## config.mk

```make
export PLATFORM = sky130hd
export DESIGN_NAME = vid_sync_ctl
export DESIGN_NICKNAME = d
export VERILOG_FILES = /design/src/rtl/vid_ctl_pkg.sv /design/src/rtl/vid_cfg_sampler.sv /design/src/rtl/vid_drv_decode.sv /design/src/rtl/vid_chan_out.sv /design/src/rtl/vid_sync_ctl.sv
export SDC_FILE = /design/constraint.sdc
export NUM_CORES = 1
export LEC_CHECK = 0
export BUFFER_PORTS_ARGS = -buffer_cell sky130_fd_sc_hd__buf_2
export CORE_MARGIN = 2
export CORE_UTILIZATION = 44
export CTS_CLUSTER_DIAMETER = 150
export DETAILED_ROUTE_END_ITERATION = 7
export PLACE_DENSITY_LB_ADDON = 0.05
export SYNTH_ARGS = -nofsm -noshare
export SYNTH_HDL_FRONTEND = slang
export SYNTH_SLANG_ARGS = --single-unit
```

## constraint.sdc

```tcl
create_clock -name clk -period 1.2 [get_ports clk]
set_input_delay 0.12 -clock clk [delete_from_list [all_inputs] [get_ports clk]]
set_output_delay 0.12 -clock clk [all_outputs]
set_load 0.03 [all_outputs]
```

## src/rtl/vid_ctl_pkg.sv

```systemverilog
package vid_ctl_pkg;
  typedef enum logic [1:0] {
    DRV_PASS     = 2'd0,
    DRV_BLANK    = 2'd1,
    DRV_SYNC_ONE = 2'd2,
    DRV_SYNC_ALL = 2'd3
  } drv_sel_e;
endpackage

```

## src/rtl/vid_cfg_sampler.sv

```systemverilog
module vid_cfg_sampler #(
  parameter int SAMPLE_DLY = 2
) (
  input  logic clk,
  input  logic rst,
  input  logic sync_i,
  input  logic shared_cfg_i,
  output logic span_all_o,
  output logic mode_hi_o
);
  localparam int CW = $clog2(SAMPLE_DLY + 1);
  localparam logic [CW-1:0] LOAD = CW'(SAMPLE_DLY - 1);

  logic          sync_d;
  logic          last_rise;
  logic [CW-1:0] cnt;
  logic          edge_seen;

  assign edge_seen = (sync_i != sync_d);

  always_ff @(posedge clk) begin
    if (rst) begin
      sync_d     <= 1'b1;
      last_rise  <= 1'b1;
      cnt        <= '0;
      span_all_o <= 1'b0;
      mode_hi_o  <= 1'b0;
    end else begin
      sync_d <= sync_i;
      if (edge_seen) begin
        cnt       <= LOAD;
        last_rise <= sync_i;
      end else if (cnt != '0) begin
        cnt <= cnt - 1'b1;
        if (cnt == CW'(1)) begin
          if (last_rise) mode_hi_o  <= shared_cfg_i;
          else           span_all_o <= shared_cfg_i;
        end
      end
    end
  end


  flag_no_edge_chk: assert property (@(posedge clk) disable iff (rst)
    (!$past(rst) && (span_all_o != $past(span_all_o) || mode_hi_o != $past(mode_hi_o)))
      |-> ($past(sync_i) == $past(sync_d)));

  span_on_fall_chk: assert property (@(posedge clk) disable iff (rst)
    (!$past(rst) && span_all_o != $past(span_all_o)) |-> !$past(last_rise));

  mode_on_rise_chk: assert property (@(posedge clk) disable iff (rst)
    (!$past(rst) && mode_hi_o != $past(mode_hi_o)) |-> $past(last_rise));
endmodule

```

## src/rtl/vid_drv_decode.sv

```systemverilog
module vid_drv_decode
  import vid_ctl_pkg::*;
(
  input  logic     sync_i,
  input  logic     blank_n_i,
  input  logic     span_all_i,
  output drv_sel_e sel_o
);
  always_comb begin
    if (!sync_i)        sel_o = span_all_i ? DRV_SYNC_ALL : DRV_SYNC_ONE;
    else if (blank_n_i) sel_o = DRV_PASS;
    else                sel_o = DRV_BLANK;
  end
endmodule

```

## src/rtl/vid_chan_out.sv

```systemverilog
module vid_chan_out
  import vid_ctl_pkg::*;
#(
  parameter int DW = 10,
  parameter int NCH = 3,
  parameter logic [DW-1:0] BLANK_CODE = '0
) (
  input  logic            clk,
  input  logic            rst,
  input  drv_sel_e        sel_i,
  input  logic            sync_pol_i,
  input  logic [NCH*DW-1:0] pix_i,
  output logic [NCH*DW-1:0] pix_o
);
  logic [DW-1:0] sync_code;
  assign sync_code = sync_pol_i ? {DW{1'b1}} : {DW{1'b0}};

  for (genvar c = 0; c < NCH; c++) begin : g_ch
    logic [DW-1:0] nxt;
    always_comb begin
      case (sel_i)
        DRV_PASS:     nxt = pix_i[c*DW +: DW];
        DRV_SYNC_ALL: nxt = sync_code;
        DRV_SYNC_ONE: nxt = (c == 0) ? sync_code : BLANK_CODE;
        default:      nxt = BLANK_CODE;
      endcase
    end
    always_ff @(posedge clk) begin
      if (rst) pix_o[c*DW +: DW] <= BLANK_CODE;
      else     pix_o[c*DW +: DW] <= nxt;
    end
  end


  sync_all_chk: assert property (@(posedge clk) disable iff (rst)
    (!$past(rst) && $past(sel_i) == DRV_SYNC_ALL) |-> (pix_o == {NCH{$past(sync_code)}}));

  sync_one_chk: assert property (@(posedge clk) disable iff (rst)
    (!$past(rst) && $past(sel_i) == DRV_SYNC_ONE) |-> (pix_o[DW-1:0] == $past(sync_code)));

  blank_chk: assert property (@(posedge clk) disable iff (rst)
    (!$past(rst) && $past(sel_i) == DRV_BLANK) |-> (pix_o == {NCH{BLANK_CODE}}));

  pass_chk: assert property (@(posedge clk) disable iff (rst)
    (!$past(rst) && $past(sel_i) == DRV_PASS) |-> (pix_o == $past(pix_i)));
endmodule

```

## src/rtl/vid_sync_ctl.sv

```systemverilog
module vid_sync_ctl
  import vid_ctl_pkg::*;
#(
  parameter int DW = 10,
  parameter int NCH = 3,
  parameter int SAMPLE_DLY = 2,
  parameter logic [DW-1:0] BLANK_CODE = '0
) (
  input  logic                clk,
  input  logic                rst,
  input  logic                sync_i,
  input  logic                sync_pol_i,
  input  logic                blank_n_i,
  input  logic                static_cfg_i,
  input  logic                shared_cfg_i,
  input  logic [NCH*DW-1:0]   pix_i,
  output logic [NCH*DW-1:0]   pix_o,
  output logic                span_all_o,
  output logic [1:0]          mode_sel_o
);
  logic     span_all;
  logic     mode_hi;
  logic     static_q;
  drv_sel_e sel;

  vid_cfg_sampler #(.SAMPLE_DLY(SAMPLE_DLY)) u_sampler (
    .clk          (clk),
    .rst          (rst),
    .sync_i       (sync_i),
    .shared_cfg_i (shared_cfg_i),
    .span_all_o   (span_all),
    .mode_hi_o    (mode_hi)
  );

  vid_drv_decode u_decode (
    .sync_i     (sync_i),
    .blank_n_i  (blank_n_i),
    .span_all_i (span_all),
    .sel_o      (sel)
  );

  vid_chan_out #(.DW(DW), .NCH(NCH), .BLANK_CODE(BLANK_CODE)) u_chan (
    .clk        (clk),
    .rst        (rst),
    .sel_i      (sel),
    .sync_pol_i (sync_pol_i),
    .pix_i      (pix_i),
    .pix_o      (pix_o)
  );

  always_ff @(posedge clk) begin
    if (rst) static_q <= 1'b0;
    else     static_q <= static_cfg_i;
  end

  assign span_all_o = span_all;
  assign mode_sel_o = {mode_hi, static_q};


  static_follow_chk: assert property (@(posedge clk) disable iff (rst)
    !$past(rst) |-> (mode_sel_o[0] == $past(static_cfg_i)));
endmodule

```

**Word level (Yosys, flattened, before mapping)**

Cells that the tools add are included.

- Flip-flop bits (word level): 37
- Output and inout port bits: 33

- $add $sub $neg: 1
- Eq/ne operators: 4
- Multiplexer cells: 9
- Bitwise operators: 2
- Reductions and logical operators: 7

Operators with widths:

| cell | count |
|---|---|
| one-hot mux 10 bit (2 select lines) | 3 |
| 2-to-1 mux 10 bit | 1 |
| AND reduction 4 bit | 2 |
| == test 2 bit, second input constant | 2 |
| 2-to-1 mux 1 bit | 4 |
| nonzero test 2 bit | 2 |
| OR reduction 2 bit | 2 |
| == test 2 x 1 -> 1 bit, second input constant | 1 |
| zero test 2 bit | 1 |
| 2-to-1 mux 2 bit | 1 |
| NOT 1 bit | 2 |
| subtractor 2 x 1 -> 2 bit, second input constant | 1 |
| inequality test 1 bit | 1 |

**Longest topological paths before layout**

- Word-level depth: 5
- Depth in mapped cells: 5
- Depth with buffers taken out: 5

**By module**

A second synthesis with hierarchy kept.

- Cells, all modules: 143
- Area total of the unflattened synthesis: 1483.9 um2

Modules (own cells, without submodules):

| module | times used | cells each | area an instance (um2) |
|---|---|---|---|
| vid_chan_out | 1 | 108 | 1139.8 |
| vid_cfg_sampler | 1 | 28 | 282.8 |
| vid_sync_ctl | 1 | 4 | 48.8 |
| vid_drv_decode | 1 | 3 | 12.5 |

**Least setup slack after synthesis**

Ideal clock, no wire load.

- Path type: register to register
- From: register u_sampler.span_all_o
- To: register u_chan.pix_o[10]
- Arrival: 1016 ps
- Required time: 1134 ps
- Setup slack: 118 ps
- Stages on the path, launching flop included: 5
- Buffers on the path: 1
- Path through: dfxtp_1 > and2b_1 > o21bai_4 > buf_6 > a21oi_2

- Longest elaborated chain between the ends: 4

Ends and longest elaborated chain:

| element | RTL line | RTL |
|---|---|---|
| start, declared | vid_cfg_sampler.sv:8 | `output logic span_all_o,` |
| start signal, assigned | vid_cfg_sampler.sv:37 | `else span_all_o <= shared_cfg_i;` |
| 2-to-1 mux 1 bit (*) | vid_drv_decode.sv:10 | `if (!sync_i) sel_o = span_all_i ? DRV_SYNC_ALL : DRV_SYNC_ONE;` |
| 2-to-1 mux 2 bit (*) | vid_drv_decode.sv:10 |  |
| == test 2 bit / zero test 2 bit (equally long branches) | vid_chan_out.sv:21 | `case (sel_i)` |
| one-hot mux 10 bit (2 select lines) (*) | vid_chan_out.sv:21 |  |
| end signal, assigned by index | vid_chan_out.sv:30 | `else pix_o[c*DW +: DW] <= nxt;` |
| end, declared | vid_chan_out.sv:13 | `output logic [NCH*DW-1:0] pix_o` |

Every way passes the cells marked *; elsewhere a longest branch is shown, timed or not.
A chain may end at the register's enable or synchronous reset.

**Final worst setup path**

- From: register u_sampler.sync_d
- To: register u_sampler.last_rise

- Longest elaborated chain between the ends: 1

Ends and longest elaborated chain:

| element | RTL line | RTL |
|---|---|---|
| start, declared | vid_cfg_sampler.sv:14 | `logic sync_d;` |
| start signal, assigned | vid_cfg_sampler.sv:29 | `sync_d <= sync_i;` |
| inequality test 1 bit | vid_cfg_sampler.sv:19 | `assign edge_seen = (sync_i != sync_d);` |
| end signal, assigned | vid_cfg_sampler.sv:32 | `last_rise <= sync_i;` |
| end, declared | vid_cfg_sampler.sv:15 | `logic last_rise;` |

Every way passes these cells.

==> impl_metrics.ini <==
[yosys]
yosysWarnings = 0
syn_avg_cell_area_sq_um = 10.1
ys_seq_elements = 37
ys_seq_area_frac = 0.533
yosysTopAreaCellShare = 0.533
yosys.area.top_type = dfxtp_1
netlist_area_sq_um = 1390
yosysUniqueCellTypes = 25
synthTopCellsByArea = dfxtp_1 (53%), a21oi_2 (13%), nand2_1 (8.1%), buf_6 (4.9%), a21oi_1 (4.3%)
synth_cells = 138
syn_nets = 177

[clock_network]
cts_tree = built
cts-buffers-inserted = 5
clock_latency_ns = 0.33
root_buffer = clkbuf_4
numClockSinks = 37
htree_levels = 2
clk_path_buf_depth = 2
clk_pin_slew_ns = 0.10

[sta]
worst_hold_slack_ns = 0.0118
grt_setup_unrepaired = false
maxSlewViolCount = 0
setup-violations-final = 0
final.setup.tns_ns = 0
fmax_ghz = 0.905
tightestPinTransition_ns = 0.359
layout_setup_ws_ns = 0.0949
period_share = 0.921
relSlewSlack = 0.760
finClkSkew_ns = 0.00231
layout_min_cycle_time_ns = 1.11
final_hold_viol_count = 0

[grt]
overflow = 0
grt_pass1_vias = 1050
grt_pass1_wl_um = 4370
gr-usage-all-layers = 0.166
antenna_found_initial = 0
grt_start_max_net_pins = 21

[power]
power_switching_mw = 0.596
power.density_nw_per_um2 = 1370
internal_power_mw = 1.90
irDropWorstVdd_uv = 1010
p_sw_frac = 0.238
leakage_nw = 0.851
power_mw = 2.50
power.share.sequential = 0.515
pwr-share-clk = 0.356
combPwrFrac = 0.128

[layout]
drive_above_1_share = 0.507
regArea_sq_um = 742
n_antenna_cell = 0
multiInputGateArea_sq_um = 536
layout_common_cells = buf_2 (69), dfxtp_1 (36), nand2_1 (30)
final_common_cell = buf_2
finish.net_count = 245
fill_cells = 287
fin_cells = 251
final_core_util = 0.603
areaGrowthSynthToFinish_pct = 31.5
final_area_sq_um = 1830

[setup_path]
critical_path.endpoint_type = flip-flop
slowest_stage = dfxtp_1
cp.required_ns = 1.43
worst_r2r_startpoint = u_sampler.sync_d
critPathLaunch = u_sampler.sync_d
cp-start-kind = flip-flop
path_cells = inv_1 > maj3_1 > or2_2
crit_arrival_ns = 1.33
crit_type = flip-flop to flip-flop
cp_slowest_stage_delay_ns = 0.36
cp_max_fo = 2

[detailed_routing]
num_vias = 1118
viasPerCell = 4.45
route.detailed.drc = 0
ant_nets = 0
drt_iter0_markers = 37
routedWlPerCell_um = 10.6
dr.pass1.iters = 4
drt-total-wl_um = 2660

[floorplanning]
die_h_um = 60.2
die_w_um = 60.2
pin_count = 70
die_area_sq_um = 3620
start_util = 0.459
placementRows = 20
core_sq_um = 3030

[placed_design]
dpl.cell_count = 242
hpwl_um = 1960
placed_area_sq_um = 1730
io_buffers = 69
gp_congestion = 0.773
pre_cts_slack_ns = 0.0374

[hold_path]
min_path_type = primary input to flip-flop
holdCritStartpoint = pix_i[6]

[run]
maxCapViolCount = 0

[outcome]
status = completed
[critical path: cells and delay by family, from the launching register on]
kind | cells | cell delay (ns)
and+or+nand+nor | 1 | 0.27
adders and majority gates | 1 | 0.33
buffers and inverters | 1 | 0.05
DFF | 1 | 0.36
[registers in the layout, summed over array words and instances, names as in the netlist]
name / cells
u_chan.pix_o: 30
u_sampler.cnt: 2
static_q: 1
u_sampler.last_rise: 1
u_sampler.mode_hi_o: 1
u_sampler.span_all_o: 1
u_sampler.sync_d: 1
[cells in the mapped netlist]
library cell  number
dfxtp_1           37
nand2_1           30
a21oi_2           20
a21oi_1           12
buf_6              6
nand2b_1           4
clkbuf_1           3
inv_1              3
buf_2              2
buf_4              2
ha_1               2
mux2i_1            2
nor2_1             2
or2_2              2
and2_1             1
and2b_1            1
maj3_1             1
nand3_1            1
nand3b_1           1
nand4b_1           1
nor2b_1            1
nor3b_1            1
o21bai_4           1
xnor2_1            1
xor2_1             1
[metal layers]
layer	part of all wire	track usage	vias up
li1	-	-	580
met1	0.38	0.177	493
met4	0.014	0.0667	0
met5	0	0	-
met3	0.090	0.0801	5
met2	0.51	0.281	40
[power groups by stage]
| stage | Sequential [mW] | Combinational (mW) | Clock [mW] |
|---|---|---|---|
| final | 1.29 | 0.321 | 0.890 |
| after floorplan | 1.37 | 0.168 | 0 |
| after CTS | 1.29 | 0.324 | 0.914 |
| after detailed placement | 1.32 | 0.320 | 0 |
| after global placement | 1.31 | 0.311 | 0 |
| after global routing | 1.29 | 0.362 | 0.975 |
[logic make-up after synthesis]
logic type / Yosys count / share of synthesized area
simple gates: 45 / 0.149
fa+ha+maj: 3 / 0.0252
compound gates: 33 / 0.183
flops: 37 / 0.533
xor+xnor: 2 / 0.0126
mux: 2 / 0.0144
buf+inv: 16 / 0.0829
[cell type report]
| type | instances | area share |
|---|---|---|
| Inverter | 3 | 0.00616 |
| Timing Repair Buffer | 74 | 0.218 |
| Clock inverter | 1 | 0.0164 |
| Tap cell | 44 | 0.0301 |
| Sequential cell | 37 | 0.406 |
| Multi-Input combinational cell | 85 | 0.293 |
| Clock buffer | 7 | 0.0301 |
[final timing paths]
path	end	slack [ns]	cells past startpoint
hold reg to reg	u_sampler.mode_hi_o	0.51	2
setup reg to reg	u_sampler.last_rise	0.09	3
setup / recovery	u_sampler.last_rise	0.09	3
hold / removal	u_chan.pix_o[6]	0.01	3
[what timing repair did]
action	in CTS	in global routing
setup buffers	0	0
endpoints found under the hold margin	1	0
hold buffers	1	0
setup endpoints to repair	0	2
gates resized for setup	0	2
Power figures use the tool's default switching activity.
